===== config.mk =====
export PLATFORM = sky130hd
export DESIGN_NAME = multitoken_actor
export DESIGN_NICKNAME = d
export VERILOG_FILES = /design/src/rtl/actor_pkg.sv /design/src/rtl/token_buffer.sv /design/src/rtl/actor_datapath.sv /design/src/rtl/actor_control.sv /design/src/rtl/multitoken_actor.sv
export SDC_FILE = /design/constraint.sdc
export NUM_CORES = 1
export LEC_CHECK = 0
export BUFFER_PORTS_ARGS = -buffer_cell sky130_fd_sc_hd__buf_4
export CORE_ASPECT_RATIO = 1.1
export CORE_MARGIN = 5
export CORE_UTILIZATION = 56
export DETAILED_ROUTE_END_ITERATION = 8
export GPL_TIMING_DRIVEN = 0
export PLACE_DENSITY = 0.76
export SYNTH_ARGS = -nofsm -noshare
export SYNTH_HDL_FRONTEND = slang
export SYNTH_HIERARCHICAL = 1
export SYNTH_SLANG_ARGS = --single-unit

===== constraint.sdc =====
create_clock -name clk -period 11.7 [get_ports clk]
set_input_delay 0.585 -clock clk [delete_from_list [all_inputs] [get_ports clk]]
set_output_delay 0.585 -clock clk [all_outputs]
set_load 0.05 [all_outputs]

===== src/rtl/actor_pkg.sv =====
package actor_pkg;
  localparam int IN1_TAKE   = 2;
  localparam int IN2_TAKE   = 3;
  localparam int IN3_TAKE   = 1;
  localparam int OUT_TOKENS = 3;

  function automatic int pow2AtLeast(int n);
    int p;
    p = 1;
    while (p < n) p = p * 2;
    return p;
  endfunction

  localparam int IN1_DEPTH = pow2AtLeast(IN1_TAKE);
  localparam int IN2_DEPTH = pow2AtLeast(IN2_TAKE);
  localparam int IN3_DEPTH = pow2AtLeast(IN3_TAKE);
  localparam int SLOT_W    = $clog2(OUT_TOKENS);

  typedef enum logic [1:0] {
    ST_IDLE,
    ST_READ,
    ST_PROC,
    ST_WRITE
  } actorState_t;

  typedef struct packed {
    logic              fire;
    logic              emit;
    logic [SLOT_W-1:0] slot;
  } strobes_t;
endpackage


===== src/rtl/token_buffer.sv =====
module token_buffer #(
  parameter int W     = 16,
  parameter int DEPTH = 2,
  parameter int TAKE  = 2
) (
  input  logic                  clk,
  input  logic                  rst,
  input  logic [W-1:0]          pushData,
  input  logic                  pushValid,
  output logic                  pushReady,
  input  logic                  pop,
  output logic [TAKE-1:0][W-1:0] peek,
  output logic                  enough
);
  localparam int AW    = (DEPTH > 1) ? $clog2(DEPTH) : 1;
  localparam int PW    = AW + 1;
  localparam int SLOTS = 1 << AW;

  logic [W-1:0]  mem [SLOTS];
  logic [PW-1:0] wPtr, rPtr, fill;

  assign fill      = wPtr - rPtr;
  assign pushReady = !rst && (fill < PW'(DEPTH));
  assign enough    = fill >= PW'(TAKE);

  always_ff @(posedge clk) begin
    if (rst) begin
      wPtr <= '0;
      rPtr <= '0;
    end else begin
      if (pushValid && pushReady) wPtr <= wPtr + 1'b1;
      if (pop) rPtr <= rPtr + PW'(TAKE);
    end
  end

  always_ff @(posedge clk) begin
    if (pushValid && pushReady) mem[wPtr[AW-1:0]] <= pushData;
  end

  for (genvar k = 0; k < TAKE; k++) begin : g_peek
    logic [PW-1:0] at;
    assign at      = rPtr + PW'(k);
    assign peek[k] = mem[at[AW-1:0]];
  end
endmodule


===== src/rtl/actor_datapath.sv =====
module actor_datapath
  import actor_pkg::*;
#(
  parameter int W = 16
) (
  input  logic         clk,
  input  logic         rst,
  input  logic [W-1:0] in1Data,
  input  logic         in1Valid,
  output logic         in1Ready,
  input  logic [W-1:0] in2Data,
  input  logic         in2Valid,
  output logic         in2Ready,
  input  logic [W-1:0] in3Data,
  input  logic         in3Valid,
  output logic         in3Ready,
  output logic [W-1:0] out1Data,
  output logic         out1Valid,
  input  logic         out1Ready,
  output logic [W-1:0] out2Data,
  output logic         out2Valid,
  input  logic         out2Ready,
  input  strobes_t     strobes,
  output logic         haveAll,
  output logic         tokenTaken
);
  logic [IN1_TAKE-1:0][W-1:0] pat1;
  logic [IN2_TAKE-1:0][W-1:0] pat2;
  logic [IN3_TAKE-1:0][W-1:0] pat3;
  logic enough1, enough2, enough3;
  logic [W-1:0] res1, res2a, res2b;

  token_buffer #(.W(W), .DEPTH(IN1_DEPTH), .TAKE(IN1_TAKE)) uBuf1 (
    .clk, .rst, .pushData(in1Data), .pushValid(in1Valid), .pushReady(in1Ready),
    .pop(strobes.fire), .peek(pat1), .enough(enough1));
  token_buffer #(.W(W), .DEPTH(IN2_DEPTH), .TAKE(IN2_TAKE)) uBuf2 (
    .clk, .rst, .pushData(in2Data), .pushValid(in2Valid), .pushReady(in2Ready),
    .pop(strobes.fire), .peek(pat2), .enough(enough2));
  token_buffer #(.W(W), .DEPTH(IN3_DEPTH), .TAKE(IN3_TAKE)) uBuf3 (
    .clk, .rst, .pushData(in3Data), .pushValid(in3Valid), .pushReady(in3Ready),
    .pop(strobes.fire), .peek(pat3), .enough(enough3));

  assign haveAll = enough1 && enough2 && enough3;

  always_ff @(posedge clk) begin
    if (rst) begin
      res1  <= '0;
      res2a <= '0;
      res2b <= '0;
    end else if (strobes.fire) begin
      res1  <= pat1[0] + pat1[1] + pat3[0];
      res2a <= pat2[0] + pat2[1];
      res2b <= pat2[2] - pat3[0];
    end
  end

  assign out1Data   = res1;
  assign out2Data   = (strobes.slot == SLOT_W'(1)) ? res2a : res2b;
  assign out1Valid  = strobes.emit && (strobes.slot == '0);
  assign out2Valid  = strobes.emit && (strobes.slot != '0);
  assign tokenTaken = (out1Valid && out1Ready) || (out2Valid && out2Ready);
endmodule


===== src/rtl/actor_control.sv =====
module actor_control
  import actor_pkg::*;
(
  input  logic     clk,
  input  logic     rst,
  input  logic     haveAll,
  input  logic     tokenTaken,
  output strobes_t strobes
);
  actorState_t       state;
  logic [SLOT_W-1:0] slot;

  always_ff @(posedge clk) begin
    if (rst) begin
      state <= ST_IDLE;
      slot  <= '0;
    end else begin
      unique case (state)
        ST_IDLE:  state <= ST_READ;
        ST_READ:  if (haveAll) state <= ST_PROC;
        ST_PROC: begin
          state <= ST_WRITE;
          slot  <= '0;
        end
        ST_WRITE: if (tokenTaken) begin
          if (slot == SLOT_W'(OUT_TOKENS - 1)) begin
            state <= ST_IDLE;
            slot  <= '0;
          end else begin
            slot <= slot + 1'b1;
          end
        end
        default: state <= ST_IDLE;
      endcase
    end
  end

  assign strobes.fire = (state == ST_PROC);
  assign strobes.emit = (state == ST_WRITE);
  assign strobes.slot = slot;
endmodule


===== src/rtl/multitoken_actor.sv =====
module multitoken_actor
  import actor_pkg::*;
#(
  parameter int DATA_W = 16
) (
  input  logic              clk,
  input  logic              rst,
  input  logic [DATA_W-1:0] in1Data,
  input  logic              in1Valid,
  output logic              in1Ready,
  input  logic [DATA_W-1:0] in2Data,
  input  logic              in2Valid,
  output logic              in2Ready,
  input  logic [DATA_W-1:0] in3Data,
  input  logic              in3Valid,
  output logic              in3Ready,
  output logic [DATA_W-1:0] out1Data,
  output logic              out1Valid,
  input  logic              out1Ready,
  output logic [DATA_W-1:0] out2Data,
  output logic              out2Valid,
  input  logic              out2Ready
);
  strobes_t strobes;
  logic     haveAll, tokenTaken;

  actor_control uCtrl (
    .clk, .rst, .haveAll, .tokenTaken, .strobes);

  actor_datapath #(.W(DATA_W)) uPath (
    .clk, .rst,
    .in1Data, .in1Valid, .in1Ready,
    .in2Data, .in2Valid, .in2Ready,
    .in3Data, .in3Valid, .in3Ready,
    .out1Data, .out1Valid, .out1Ready,
    .out2Data, .out2Valid, .out2Ready,
    .strobes, .haveAll, .tokenTaken);
endmodule


==> results.toml <==
[pwr]
pwr-share-seq_pct = 29.0
power_mw = 3.17
irDropWorstVdd_uv = 151
combPwrFrac_pct = 52.4
p_leak_nw = 4.70
p_sw_share_pct = 40.6
intPower_mw = 1.88
switching_power_mw = 1.29
p_clk_share_pct = 18.6
p_per_area_nw_per_um2 = 255

[timing]
period_share_pct = 40.3
hold_slack_ns = 0.332
fmax_mhz = 212
setup_viol = 0
min_period_ns = 4.71
worstMarginPinSlew_ns = 0.902
clock_skew_ns = 0.00938
setup_tns_ns = 0
rsz0062_at_grt = "no"
slew_viol_final = 0
maxSlewHeadroom_pct = 39.9
hold_viol = 0

[clock_network]
clockBufferDepth = 2
hold_buffers = 0
cts_sinks = 196
cts-root-buf = "clkbuf_16"
cts_made_buffers = 17
cts_tree = "built"
cts-htree-levels = 4
cts_resized = 0
clk_latency_ns = 0.43
cts_setup_buffers = 0
cts.clk_slew.worst_paths_ns = 0.07

[setup_path]
cp.arrival_ns = 5.00
endpoint_kind = "flop"
cp_slowest_stage_delay_ns = 0.57
crit_top_cell = "buf_2"
crit_chain = "buf_2 > buf_1 > inv_1 > ha_1 > buf_2 > buf_2 > mux4_2 > ha_1 > nand2_1 > or3_1 > o211ai_2 > a31oi_2 > xnor2_1 > a211oi_2"
rr_startpoint = "uPath/uBuf2/rPtr[1]$_SDFFE_PP0P_"
ff2ff_setup_slack_ns = 6.99
path_buf_inv = 5
path_delay_family = "buffers and inverters"
cp-start-kind = "flop"
crit_slowest_cell = "buf_1"
rr_endpoint = "uPath/res2a[15]$_SDFFE_PP0P_"
rr_worst_depth = 14
required_ns = 11.99
path_class = "flop to flop"
crit_fanout = 10

[min_path]
hold_class = "primary input to flop"
holdPathStages = 1
holdPathEnd = "uPath/uBuf1/mem[0][1]$_DFFE_PP_"
hold_start = "in1Data[1]"

[final_layout]
antenna_cells = 0
nNetsFinal = 1087
final_cell_area_um2 = 12400
fillCellCount = 1438
drive_gt1_share_pct = 25.5
area_delta_synth_final_pct = 15.4
post-route-util_pct = 65.2

[routing]
wl_um = 25000
drtIter0Drc = 386
wl_per_cell_um = 20.5
via_count = 7200
drc = 0
ant_nets = 0
viasPerCell = 5.92
first_pass_iters = 5

[placed_design]
placed_area_um2 = 11800
io_buffer_count = 91
gp_routability_congestion = 0.916
dpl.hpwl_um = 18900

[synthesis]
async_flop_share_pct = 0
synth-main-ff-cell = "edfxtp_1"
synth_common_cells = "edfxtp_1 (128), dfxtp_1 (68), ha_1 (56)"
synth_top_cell_area_share_pct = 35.8
synth_edf_count = 128
yosysSeqAreaShare_pct = 48.4
netlist_area_um2 = 10700
synth_nets = 973
synth_area_leaders = "edfxtp_1 (36%), dfxtp_1 (13%), mux4_2 (10%)"
synth-seq-cells = 196
synth_warnings = 6
synth_area_per_cell_um2 = 12.7
yosysMostFrequentCell = "edfxtp_1"
yosys.area.top_type = "edfxtp_1"
synth_cell_types = 81
syn_inst = 843

[global_route]
grt_usage_pct = 23.6
gr-total-overflow = 0
grt_max_degree = 20
grt_pass1_wl_um = 39800
grt_pass1_vias = 7521
antenna_found_initial = 0

[floorplanning]
dieWidth_um = 142
design.core.area_um2 = 19000
dieArea_um2 = 22100
row_count = 53
initial_utilization_pct = 56.5
io_pins = 92
die_y_um = 155

[run]
timing.max_cap.violations = 0

[run_status]
status = "finished, final reports clean"
how the worst max path moves through the flow:
stage                                           from                           end  slack [ns]  cells after the start
finish              uPath/uBuf2/rPtr[1]$_SDFFE_PP0P_  uPath/res2a[15]$_SDFFE_PP0P_        6.99                     14
CTS                 uPath/uBuf2/rPtr[0]$_SDFFE_PP0P_  uPath/res2a[15]$_SDFFE_PP0P_        6.95                     15
detailed placement  uPath/uBuf2/rPtr[0]$_SDFFE_PP0P_  uPath/res2a[15]$_SDFFE_PP0P_        6.99                     15
global placement    uPath/uBuf2/rPtr[0]$_SDFFE_PP0P_  uPath/res2a[15]$_SDFFE_PP0P_        7.09                     15
floorplan           uPath/uBuf2/rPtr[0]$_SDFFE_PP0P_  uPath/res2a[15]$_SDFFE_PP0P_        7.74                     16
global route        uPath/uBuf2/rPtr[1]$_SDFFE_PP0P_  uPath/res2a[15]$_SDFFE_PP0P_        6.68                     14
power groups by stage:
stage,Sequential (mW),Combinational [mW],Clock (mW)
after floorplan,0.965,1.21,0
after global placement,0.928,1.62,0
after detailed placement,0.934,1.65,0
after CTS,0.920,1.66,0.600
after global routing,0.933,1.82,0.634
final,0.920,1.66,0.588
flip-flops by register name, indices dropped and copies added (netlist names), named ones only:
register,count
uCtrl/slot,2
uPath/uBuf3/wPtr,2
uPath/uBuf1/mem,32
uPath/uBuf2/wPtr,3
uPath/uBuf2/mem,64
uCtrl/state,2
uPath/out1Data,16
uPath/uBuf3/rPtr,2
uPath/res2a,16
uPath/uBuf3/mem,32
uPath/uBuf1/wPtr,2
uPath/uBuf1/rPtr,1
uPath/res2b,16
uPath/uBuf2/rPtr,3
final cells by class:
| cell class | count | area [µm²] | share of cell area [%] |
|---|---|---|---|
| Multi-Input combinational cell | 566 | 5230 | 42.2 |
| Sequential cell | 196 | 5200 | 42.0 |
| Timing Repair Buffer | 95 | 728 | 5.87 |
| Clock buffer | 21 | 450 | 3.63 |
| Tap cell | 247 | 309 | 2.49 |
| Inverter | 47 | 176 | 1.42 |
| Buffer | 34 | 159 | 1.28 |
| Clock inverter | 11 | 141 | 1.14 |
routing by layer:
metal | GRT usage [%] | vias to the layer above | routed length, µm
li1 | - | 3407 | -
met5 | 0 | - | 0
met4 | 8.91 | 0 | 772
met2 | 40.9 | 181 | 12800
met3 | 4.67 | 39 | 1200
met1 | 29.1 | 3573 | 10200
through the flow:
| step | cells | setup WS, ns |
|---|---|---|
| 4_1_cts | 1217 | 6.95 |
| 5_1_grt | 1217 | 6.68 |
| 2_1_floorplan | 843 | 7.74 |
| 3_5_place_dp | 1185 | 6.99 |
| 6_report | 1217 | 6.99 |
| 3_3_place_gp | 1181 | 7.09 |
kinds of logic (layout without fill, tap and decap cells):
group / Yosys count / in the layout / synth area share (%)
AO/OA/AOI/OAI: 167 / 167 / 10.6
XOR/XNOR: 39 / 39 / 3.66
adder cells (fa/ha/maj): 75 / 75 / 10.1
buffers and inverters: 81 / 208 / 3.12
flip-flops: 196 / 196 / 48.4
multiplexers: 97 / 97 / 15.1
AND/OR/NAND/NOR: 188 / 188 / 9.01
placed cells by master, fill, tap and decap left out, types with 11 or more instances in the layout:
cell type  synthesis  layout
clkbuf_1          15      18
mux2i_1           15      15
o21a_1            11      11
mux2_2            32      32
nor2_1            52      52
xnor2_1           20      20
nand2_1           48      48
xor2_1            15      15
clkbuf_16          0      17
ha_1              56      56
o21ai_0           38      38
dfxtp_1           68      68
inv_1             46      46
a21oi_1           42      42
a211oi_1          11      11
edfxtp_1         128     128
mux4_2            48      48
buf_2             13      13
a21o_1            16      16
buf_4              0      91
fa_1              19      19
nor3_1            13      11
Note: power is estimated with default switching activity, not from simulation.
